`src/rtl/pwm_gctl_pkg.sv`:
```
package pwm_gctl_pkg;

  // Word index of each global register (byte offset = index * 4)
  typedef enum logic [2:0] {
    G_MODE  = 3'd0,
    G_SET   = 3'd1,
    G_CLR   = 3'd2,
    G_RUN   = 3'd3,
    G_MSET  = 3'd4,
    G_MCLR  = 3'd5,
    G_MASK  = 3'd6,
    G_PEND  = 3'd7
  } greg_e;

  localparam int unsigned DW = 32;

endpackage

```
`src/rtl/pwm_addr_decode.sv`:
```
module pwm_addr_decode
  import pwm_gctl_pkg::*;
#(
  parameter int unsigned AW        = 12,
  parameter int unsigned NCH       = 4,
  parameter int unsigned WIN_BASE  = 'h200,
  parameter int unsigned STRIDE_LG = 5,
  localparam int unsigned IDX_W    = (NCH > 1) ? $clog2(NCH) : 1
) (
  input  logic                   req,
  input  logic [AW-1:0]          addr,
  output logic                   g_hit,
  output greg_e                  g_reg,
  output logic [NCH-1:0]         sel,
  output logic [STRIDE_LG-3:0]   word,
  output logic                   ch_hit,
  output logic [IDX_W-1:0]       ch_idx
);

  // global registers occupy the first eight words
  assign g_hit = req && ((addr >> 5) == '0);
  assign g_reg = greg_e'(addr[4:2]);
  assign word  = addr[STRIDE_LG-1:2];

  for (genvar n = 0; n < NCH; n++) begin : g_win
    localparam logic [AW-1:0] BLK = AW'((WIN_BASE >> STRIDE_LG) + n);
    assign sel[n] = req && ((addr >> STRIDE_LG) == BLK);
  end

  assign ch_hit = |sel;

  always_comb begin
    ch_idx = '0;
    for (int n = 0; n < NCH; n++)
      if (sel[n]) ch_idx = IDX_W'(n);
  end

endmodule

```
`src/rtl/pwm_w1sc_reg.sv`:
```
module pwm_w1sc_reg #(
  parameter int unsigned W = 4
) (
  input  logic         clk,
  input  logic         rst_n,
  input  logic         set_we,
  input  logic         clr_we,
  input  logic [W-1:0] bits,
  output logic [W-1:0] q
);

  always_ff @(posedge clk or negedge rst_n) begin
    if (!rst_n)      q <= '0;
    else if (set_we) q <= q | bits;
    else if (clr_we) q <= q & ~bits;
  end

endmodule

```
`src/rtl/pwm_pend_flags.sv`:
```
module pwm_pend_flags #(
  parameter int unsigned W = 4
) (
  input  logic         clk,
  input  logic         rst_n,
  input  logic [W-1:0] evt,
  input  logic         ack,
  output logic [W-1:0] q
);

  // acknowledge drops old flags, but a fresh event always lands
  always_ff @(posedge clk or negedge rst_n) begin
    if (!rst_n) q <= '0;
    else        q <= (ack ? '0 : q) | evt;
  end

endmodule

```
`src/rtl/pwm_gctl.sv`:
```
module pwm_gctl
  import pwm_gctl_pkg::*;
#(
  parameter int unsigned NCH       = 4,
  parameter int unsigned AW        = 12,
  parameter int unsigned WIN_BASE  = 'h200,
  parameter int unsigned STRIDE_LG = 5
) (
  input  logic                 clk,
  input  logic                 rst_n,
  input  logic                 bus_req,
  input  logic                 bus_wr,
  input  logic [AW-1:0]        bus_addr,
  input  logic [DW-1:0]        bus_wdata,
  output logic [DW-1:0]        bus_rdata,
  output logic                 bus_rvalid,
  output logic [NCH-1:0]       chan_sel,
  output logic [STRIDE_LG-3:0] chan_word,
  input  logic [NCH*DW-1:0]    chan_rdata,
  input  logic [NCH-1:0]       period_end,
  output logic [NCH-1:0]       chan_en,
  output logic                 irq
);

  localparam int unsigned IDX_W = (NCH > 1) ? $clog2(NCH) : 1;

  logic             g_hit, ch_hit;
  greg_e            g_reg;
  logic [IDX_W-1:0] ch_idx;
  logic             g_wr, g_rd;
  logic [NCH-1:0]   mask_q, pend_q;
  logic [DW-1:0]    mode_q, rd_mux;

  pwm_addr_decode #(
    .AW(AW), .NCH(NCH), .WIN_BASE(WIN_BASE), .STRIDE_LG(STRIDE_LG)
  ) u_dec (
    .req(bus_req), .addr(bus_addr), .g_hit(g_hit), .g_reg(g_reg),
    .sel(chan_sel), .word(chan_word), .ch_hit(ch_hit), .ch_idx(ch_idx)
  );

  assign g_wr = g_hit && bus_wr;
  assign g_rd = g_hit && !bus_wr;

  pwm_w1sc_reg #(.W(NCH)) u_run (
    .clk(clk), .rst_n(rst_n),
    .set_we(g_wr && g_reg == G_SET), .clr_we(g_wr && g_reg == G_CLR),
    .bits(bus_wdata[NCH-1:0]), .q(chan_en)
  );

  pwm_w1sc_reg #(.W(NCH)) u_mask (
    .clk(clk), .rst_n(rst_n),
    .set_we(g_wr && g_reg == G_MSET), .clr_we(g_wr && g_reg == G_MCLR),
    .bits(bus_wdata[NCH-1:0]), .q(mask_q)
  );

  pwm_pend_flags #(.W(NCH)) u_pend (
    .clk(clk), .rst_n(rst_n), .evt(period_end),
    .ack(g_rd && g_reg == G_PEND), .q(pend_q)
  );

  always_ff @(posedge clk or negedge rst_n) begin
    if (!rst_n)                       mode_q <= '0;
    else if (g_wr && g_reg == G_MODE) mode_q <= bus_wdata;
  end

  assign irq = |(pend_q & mask_q);

  always_comb begin
    rd_mux = '0;
    if (g_hit) begin
      unique case (g_reg)
        G_MODE:  rd_mux = mode_q;
        G_RUN:   rd_mux = DW'(chan_en);
        G_MASK:  rd_mux = DW'(mask_q);
        G_PEND:  rd_mux = DW'(pend_q);
        default: rd_mux = '0;
      endcase
    end else if (ch_hit) begin
      rd_mux = chan_rdata[ch_idx*DW +: DW];
    end
  end

  always_ff @(posedge clk or negedge rst_n) begin
    if (!rst_n) begin
      bus_rdata  <= '0;
      bus_rvalid <= 1'b0;
    end else begin
      bus_rvalid <= bus_req && !bus_wr;
      if (bus_req && !bus_wr) bus_rdata <= rd_mux;
    end
  end

endmodule

```
`config.mk`:
```
export PLATFORM = sky130hd
export DESIGN_NAME = pwm_gctl
export DESIGN_NICKNAME = d
export VERILOG_FILES = /design/src/rtl/pwm_gctl_pkg.sv /design/src/rtl/pwm_addr_decode.sv /design/src/rtl/pwm_w1sc_reg.sv /design/src/rtl/pwm_pend_flags.sv /design/src/rtl/pwm_gctl.sv
export SDC_FILE = /design/constraint.sdc
export NUM_CORES = 1
export LEC_CHECK = 0
export ABC_AREA = 0
export CORE_ASPECT_RATIO = 1.75
export CORE_MARGIN = 2
export CORE_UTILIZATION = 50
export DETAILED_ROUTE_END_ITERATION = 6
export DONT_BUFFER_PORTS = 1
export PLACE_DENSITY = 0.72
export SYNTH_ARGS = -nofsm -noshare
export SYNTH_HDL_FRONTEND = slang
export SYNTH_SLANG_ARGS = --single-unit
```
`constraint.sdc`:
```
create_clock -name clk -period 1.6 [get_ports clk]
set_clock_uncertainty 0.05 [all_clocks]
set_input_delay 0.16 -clock clk [delete_from_list [all_inputs] [get_ports clk]]
set_output_delay 0.16 -clock clk [all_outputs]
set_load 0.02 [all_outputs]
```
==> results of run 1 <==
-- worst max-delay path by stage --
| stage | start | to | slack, ns | depth (start not counted) |
|---|---|---|---|---|
| 5_1_grt | bus_addr[10] | bus_rdata[2] | 0.001 | 6 |
| 6_report | bus_addr[5] | u_pend.q[0] | 0.03 | 4 |
| 2_1_floorplan | bus_addr[5] | u_pend.q[0] | -0.45 | 7 |
| 3_3_place_gp | bus_addr[10] | bus_rdata[2] | -0.31 | 6 |
| 4_1_cts | bus_addr[10] | bus_rdata[2] | 0.06 | 6 |
| 3_5_place_dp | bus_addr[8] | u_pend.q[2] | -0.29 | 4 |
-- final cells by class --
type | count | area (um^2) | area share
Tap cell | 92 | 115.1 | 0.02235
Sequential cell | 77 | 1927 | 0.3741
Multi-Input combinational cell | 257 | 2157 | 0.4188
Clock buffer | 9 | 225.2 | 0.04372
Clock inverter | 5 | 77.57 | 0.01506
Inverter | 5 | 18.77 | 0.003643
Timing Repair Buffer | 62 | 630.6 | 0.1224
-- logic make-up (layout without fill, tap and decap cells) --
group	after synthesis	after routing	synth area share
AO/OA/AOI/OAI	88	88	0.1561
buffers and inverters	38	81	0.04528
flip-flops	77	77	0.4528
multiplexers	100	100	0.2564
AND/OR/NAND/NOR	69	69	0.08938
-- what timing repair did --
item	CTS	global route
hold endpoints to repair	122	77
buffers inserted	0	0
setup endpoints to repair	0	4
resized for setup	0	1
-- worst max-delay path: stages --
cell	delay, ns
or4b_4	0.56
or2_1	0.28
or4_4	0.52
a21o_1	0.18
-- stage by stage --
step / instance area (um^2) / utilization / total power [mW] / setup slack (ns) / hold slack (ns)
6_report: 5151 / 0.6238 / 4.405 / 0.03449 / -0.5280
5_1_grt: 5151 / 0.6238 / 4.570 / 0.0009627 / -0.5524
4_1_cts: 5150 / 0.6236 / 4.459 / 0.05808 / -0.5424
3_5_place_dp: 4437 / 0.5373 / 2.275 / -0.2933 / -0.1839
3_3_place_gp: 4437 / 0.5373 / 2.270 / -0.3093 / -0.1842
2_1_floorplan: 4295 / - / 2.274 / -0.4521 / -0.1856
-- power by group through the flow --
stage	registers, mW	clock network (mW)	logic (mW)
CTS	2.01	2.13	0.324
global placement	2.04	0	0.230
global route	2.01	2.22	0.347
finish	2.01	2.07	0.327
floorplan	2.03	0	0.239
detailed placement	2.04	0	0.234
-- cell usage in the layout, fill, tap and decap left out, types with 3 or more instances in the layout --
cell type,instances
a21o_1,4
a221o_1,18
a22oi_1,16
a32o_1,4
buf_12,5
buf_4,16
clkbuf_16,9
dfrtp_1,77
dlygate4sd3_1,41
inv_1,5
mux2_1,3
mux2_2,29
mux2i_1,64
mux4_2,4
nand2_1,18
nand3b_1,4
nor2_1,20
nor2b_1,4
nor3_1,4
o211ai_1,10
o21ai_0,11
o22ai_1,18
-- metal layers --
layer / GRT usage / up-vias / wire [um]
li1: - / 1508 / -
met1: 0.2803 / 1691 / 4157
met2: 0.4701 / 189 / 6755
met3: 0.06480 / 36 / 768
met4: 0.1422 / 0 / 526
met5: 0 / - / 0
==> metrics, run 1 <==
outcome=finished, violations left; failing checks=hold timing; FP Rows=44; Mapped Area=0.004255 mm^2; CTS tree=built; Post-Synthesis Cells=372; Clock Root Buffer=clkbuf_16; share of cells above drive strength 1=0.1855; number of synthesized flops with an enable pin=0; total gr overflow=0; HP Class=in2async; die extent in x=73.74 um; Clock transition at path regs=0.06 ns; final hold slack=-0.5280 ns; Power Dens Cells=855.2 mW/mm^2; initial antenna violation count=0; DR WL/cell=24.08 um; vias post-DR=3424; Die Area=0.009294 mm^2; fmax=638.8 MHz; Flop pwr share=0.455; Pint=3.508 mW; startpoint types=input pin; worst-case clock buffer depth=2; core box area=0.008258 mm^2; Comb power frac=0.074; dpl cells=452; all-layer global routing usage=0.2665; CTS Sinks=77; unrepaired setup endpoints after global routing=no; initial cell density of the core=0.5153; post-route insts no fill=507; Ys Warns=0; post-synth cell types=40; max-cap violations=0; setup_tns=0 ns; port bufs=0; Sw Share=0.2036; Routability Congestion=0.9963; Nets=592; Slew Viols, Final=0; worst slew pin tran=0.4470 ns; Setup violations, final=0; hpwl dp=8400 um; Avg Vias per Cell=6.753; most frequent cells after synthesis=dfrtp_1 (77), mux2i_1 (64), mux2_2 (29); part of the Yosys area used for sequential elements=0.4528; Critical R2R Capture=bus_rdata[2]; Setup crit end kind=register; first-pass GRT wire length=18490 um; crit path time final=1.566 ns; area grow syn2layout=21.05%; 1st-iter DRT viols=138; asr flop ratio synth=1.000; CP max FO=34; mean post-synth cell area=11.44 um^2; Detailed Route WL=12210 um; Psw=896.9 uW; synth top area cells=dfrtp_1 (45%), mux2i_1 (15%), mux2_2 (7.7%); biggest area consumer among synthesized cells=dfrtp_1; static leakage=2.482 nW; most common cell in the netlist=dfrtp_1; Main synth FF type=dfrtp_1; Yosys top cell area share=0.4528; Max-slew headroom=0.6997; iteration count of the initial detailed-routing pass=4; H-tree Lvls=3; post-synthesis register bit count=77; CTS Buf Count=9; syn nets=552; WP data required=1.77 ns; period utilisation layout=0.9784; clock network fraction of total power=0.470; io pins=225; r2r setup slk=0.35 ns; Worst VDD drop=0.0005506 V; clock latency on the worst-skew pair=0.33 ns; Die Y=126.0 um; R2R cell count=4; CP Data Arrival Time=1.73 ns; ANT nets after route=0; # hold bufs at CTS=41; number of global-route vias before repair=3652; CP Class=in2reg; Fillers=655; DRC=0; Diodes inserted=0; largest net degree at the start of global routing=78; final hold viol count=77
(Power assumes the default switching activity.)
==> run 2: changes to the inputs <==
CTS_CLUSTER_DIAMETER = 50   (was not set)
PLACE_DENSITY = 0.69   (was 0.72)
clock period = 2 ns   (was 1.6 ns; I/O delays follow)
==> run 2 against run 1 <==
Net effect: the flow still finishes with violations (hold timing); global-route usage fell by 1.6 points; clock power shrank 11%; final area decreased by 1.4%; critical path depth is 2 higher; flip-flop and latch count unchanged; routed wire length fell by 5.4%; power decreased by 16%; cell count down 1.4%; count of clock-buffer cells in the layout up 1; die area stayed put; sequential power is 20% lower; non-clock buffer count is 7 lower; critical path type unchanged.
==> metrics, run 2 (synthesis gave the netlist of run 1 again) <==
outcome=finished, violations left; failing checks=hold timing; HP Class=in2async; initial antenna violation count=0; DR WL/cell=23.09 um; vias post-DR=3283; most common cell after layout, fill and taps aside=dfrtp_1; CP Class=in2reg; CP Data Arrival Time=1.94 ns; largest net degree at the start of global routing=78; Detailed Route WL=11550 um; DRC=0; hpwl dp=8098 um; post-route setup slack=0.2123 ns; first-pass GRT wire length=17540 um; clock latency on the worst-skew pair=0.33 ns; total gr overflow=0; Nets=585; period utilisation layout=0.8939; Sw Share=0.1965; startpoint types=input pin; iteration count of the initial detailed-routing pass=4; Slew Viols, Final=0; Pint=2.969 mW; ANT nets after route=0; Fillers=653; Die Y=126.0 um; # hold bufs at CTS=40; worst slew pin tran=0.4362 ns; die extent in x=73.74 um; most frequent cells in the layout=dfrtp_1 (77), mux2i_1 (64), dlygate4sd3_1 (40); Comb power frac=0.067; all-layer global routing usage=0.2509; CP startpoint=bus_addr[10]; io pins=225; Die Area=0.009294 mm^2; Flop pwr share=0.434; CTS Sinks=77; max-cap violations=0; static leakage=2.445 nW; CP max FO=4; setup_tns=0 ns; clock network fraction of total power=0.498; Psw=726.1 uW; port bufs=0; Power Dens Cells=727.6 mW/mm^2; unrepaired setup endpoints after global routing=no; CTS tree=built; final hold slack=-0.4815 ns; 1st-iter DRT viols=157; Diodes inserted=0; CTS Buf Count=9; R2R cell count=4; Clock transition at path regs=0.06 ns; initial cell density of the core=0.5153; postcts setup bufs=0; area grow syn2layout=19.35%; H-tree Lvls=3; core box area=0.008258 mm^2; Setup violations, final=0; Avg Vias per Cell=6.566; fmax=559.4 MHz; Setup crit end kind=register; FP Rows=44; Max-slew headroom=0.7086; WP data required=2.15 ns; final hold viol count=77; worst-case clock buffer depth=2; Worst VDD drop=0.0004694 V; Routability Congestion=0.9073; Clock Root Buffer=clkbuf_16; post_cts resized=0; Place WS=0.01825 ns; crit path time final=1.788 ns; share of cells above drive strength 1=0.1740; number of global-route vias before repair=3486
run 2: path summary, 6_finish.rpt:
path / slack, ns / endpoint
setup / recovery: 0.21 / register
hold / removal: -0.48 / asynchronous set/reset pin
setup reg to reg: 0.74 / bus_rdata[3]
hold reg to reg: 0.45 / bus_rdata[29]
max in group asynchronous: 2.24 / bus_rdata[3]
min in group clk: 0.01 / register
run 2: routing by layer:
layer | GRT usage | wire [um] | vias up
li1 | - | - | 1490
met1 | 0.2774 | 4187 | 1598
met2 | 0.4527 | 6263 | 176
met3 | 0.04880 | 806 | 19
met4 | 0.1016 | 290 | 0
met5 | 0 | 0 | -
run 2: worst max-delay path: stages:
cell	delay, ns
or4_1	0.58
nor2_1	0.18
buf_4	0.17
nand4_1	0.11
mux2i_1	0.14
dlygate4sd3_1	0.57
run 2: through the flow:
stage          hold WS, ns    util  instance area (um^2)  power [mW]  instances
3_5_place_dp       -0.1441  0.5258                  4342       1.816        446
4_1_cts            -0.4951  0.6150                  5079       3.726        500
2_1_floorplan      -0.1456       -                  4282       1.818        372
5_1_grt            -0.5030  0.6150                  5079       3.821        500
6_report           -0.4815  0.6150                  5079       3.695        500
3_3_place_gp       -0.1440  0.5258                  4342       1.813        446
run 2: power groups by stage:
stage	registers (mW)	clock network, mW	logic, mW
2_1_floorplan	1.63	0	0.190
3_3_place_gp	1.63	0	0.180
3_5_place_dp	1.63	0	0.183
4_1_cts	1.61	1.87	0.250
5_1_grt	1.61	1.95	0.269
6_report	1.60	1.84	0.249
run 2: cell type report:
class / instances / area, um^2 / share of cell area
clock buffer: 10 / 239.0 / 0.04706
clock inverter: 4 / 97.59 / 0.01922
inverter: 5 / 18.77 / 0.003695
multi-input combinational: 257 / 2156 / 0.4245
sequential: 77 / 1927 / 0.3794
tap: 92 / 115.1 / 0.02267
timing repair buffer: 55 / 525.5 / 0.1035
==> run 3: changes to the inputs <==
CORE_ASPECT_RATIO = 0.5   (was 1.75)
PLACE_DENSITY = 0.72   (was 0.69)
clock period = 1.5 ns   (was 2 ns; I/O delays follow)
==> run 3 against run 2 <==
Net effect: the run still ends with hold timing left; first-iteration DRC count increased by 39%; utilization increased by 2.4 points; clock power increased by 25%; die area increased by 0.17%; via count increased by 4.8%; critical path type unchanged; largest cell class unchanged; largest power group unchanged.
==> metrics, run 3 (synthesis gave the netlist of run 1 again) <==
CTS Buf Count=9; met1 Resource Use GR=0.3217; Max-slew headroom=0.6847; static leakage=2.487 nW; most frequent cells in the layout=dfrtp_1 (77), mux2i_1 (64), dlygate4sd3_1 (39); DR WL/cell=23.05 um; final hold viol count=77; startpoint types=input pin; Place WS=-0.3633 ns; Sw Share=0.2076; io pins=225; fmax=668.2 MHz; share of cells above drive strength 1=0.2014; 1st-iter DRT viols=218; setup_tns=0 ns; ANT nets after route=0; vias post-DR=3440; Flop pwr share=0.447; Avg Vias per Cell=6.503; CTS tree=built; unrepaired setup endpoints after global routing=yes; Comb power frac=0.073; outcome=finished, violations left; Routability Congestion=0.8464; R2R cell count=4; CTS Sinks=77; area grow syn2layout=21.91%; max-cap violations=0; Clock transition at path regs=0.06 ns; HP Class=in2async; period utilisation layout=0.9977; Cell Area, Placed=0.004444 mm^2; GR Util met2=0.4280; FP Rows=23; Clock Root Buffer=clkbuf_16; DRC=0; Setup violations, final=0; clock network fraction of total power=0.480; final instance area=0.005187 mm^2; die extent in x=134.5 um; worst slew pin tran=0.4693 ns; CP Data Arrival Time=1.72 ns; Worst VDD drop=0.0005981 V; Die Y=69.24 um; iteration count of the initial detailed-routing pass=5; Setup crit end kind=register; post-route insts no fill=529; CP Class=in2reg; worst-case clock buffer depth=2; H-tree Lvls=3; Die Area=0.009310 mm^2; hpwl dp=8109 um; crit path time final=1.497 ns; CP max FO=7; all-layer global routing usage=0.2560; total power=4.790 mW; port bufs=0; first-pass GRT wire length=18670 um; initial cell density of the core=0.5244; GR peak layer=met2; core box area=0.008115 mm^2; clock latency on the worst-skew pair=0.33 ns; Detailed Route WL=12200 um; most common cell after layout, fill and taps aside=dfrtp_1; Fillers=637; Nets=593; total gr overflow=0; Power Dens Cells=923.4 mW/mm^2; met3 Resource Use GR=0.07310; post-route setup slack=0.003378 ns; initial antenna violation count=0; final hold slack=-0.5435 ns; Psw=994.3 uW; WP data required=1.72 ns; number of global-route vias before repair=3669; # hold bufs at CTS=39; dpl cells=473; failing checks=hold timing; final core utilization=0.6392; Slew Viols, Final=0; Diodes inserted=0; largest net degree at the start of global routing=78; Pint=3.796 mW
run 3: changes by cell type in the layout (fill, tap and decap cells not counted), moves of 2 or more:
cell      change
buf_4         +5
clkinv_2      +3
buf_12        +2
or4_4         +3
run 3: path summary, 6_finish.rpt:
| path | slack [ns] | end | from |
|---|---|---|---|
| worst max-delay path | 0.003 | bus_rdata[6] | bus_addr[10] |
| worst min-delay path | -0.54 | mode_q[6] | rst_n |
| worst max register to register | 0.30 | bus_rdata[3] | register |
| worst min register to register | 0.45 | mode_q[4] | mode_q[4] |
| max in group asynchronous | 1.81 | bus_rdata[1] | rst_n |
| min in group clk | 0.02 | bus_rdata[23] | chan_rdata[55] |
run 3: power groups by stage:
stage	Clock, mW	Sequential [mW]	Combinational, mW
2_1_floorplan	0	2.17	0.255
3_3_place_gp	0	2.18	0.241
3_5_place_dp	0	2.18	0.249
4_1_cts	2.33	2.14	0.341
5_1_grt	2.44	2.14	0.377
6_report	2.30	2.14	0.351
run 3: per-layer routing:
metal / share of wire / vias up
met3: 0.082 / 19
met5: 0 / -
met2: 0.50 / 192
li1: - / 1524
met1: 0.40 / 1705
met4: 0.013 / 0
run 3: final cells by class:
| type | count | area, um^2 | share of cell area |
|---|---|---|---|
| repair buffers | 61 | 593.1 | 0.1143 |
| multi-input cells | 259 | 2195 | 0.4231 |
| inverters | 5 | 18.77 | 0.003618 |
| well taps | 112 | 140.1 | 0.02701 |
| clock buffers | 10 | 239.0 | 0.04607 |
| clock inverters | 5 | 75.07 | 0.01447 |
| flip-flops and latches | 77 | 1927 | 0.3714 |
run 3: worst max-delay path, cell delays in order:
cell and delay (ns):
or4b_4 0.57, or4_4 0.64, o22ai_1 0.21, a221o_1 0.14
run 3: what timing repair did:
| item | in CTS | in global routing |
|---|---|---|
| endpoints found under the setup margin | 1 | 26 |
| gates cloned | 0 | 2 |
| pin swaps | 0 | 3 |
| endpoints found under the hold margin | 121 | 77 |
| setup buffers | 0 | 0 |
| gates resized for setup | 0 | 6 |
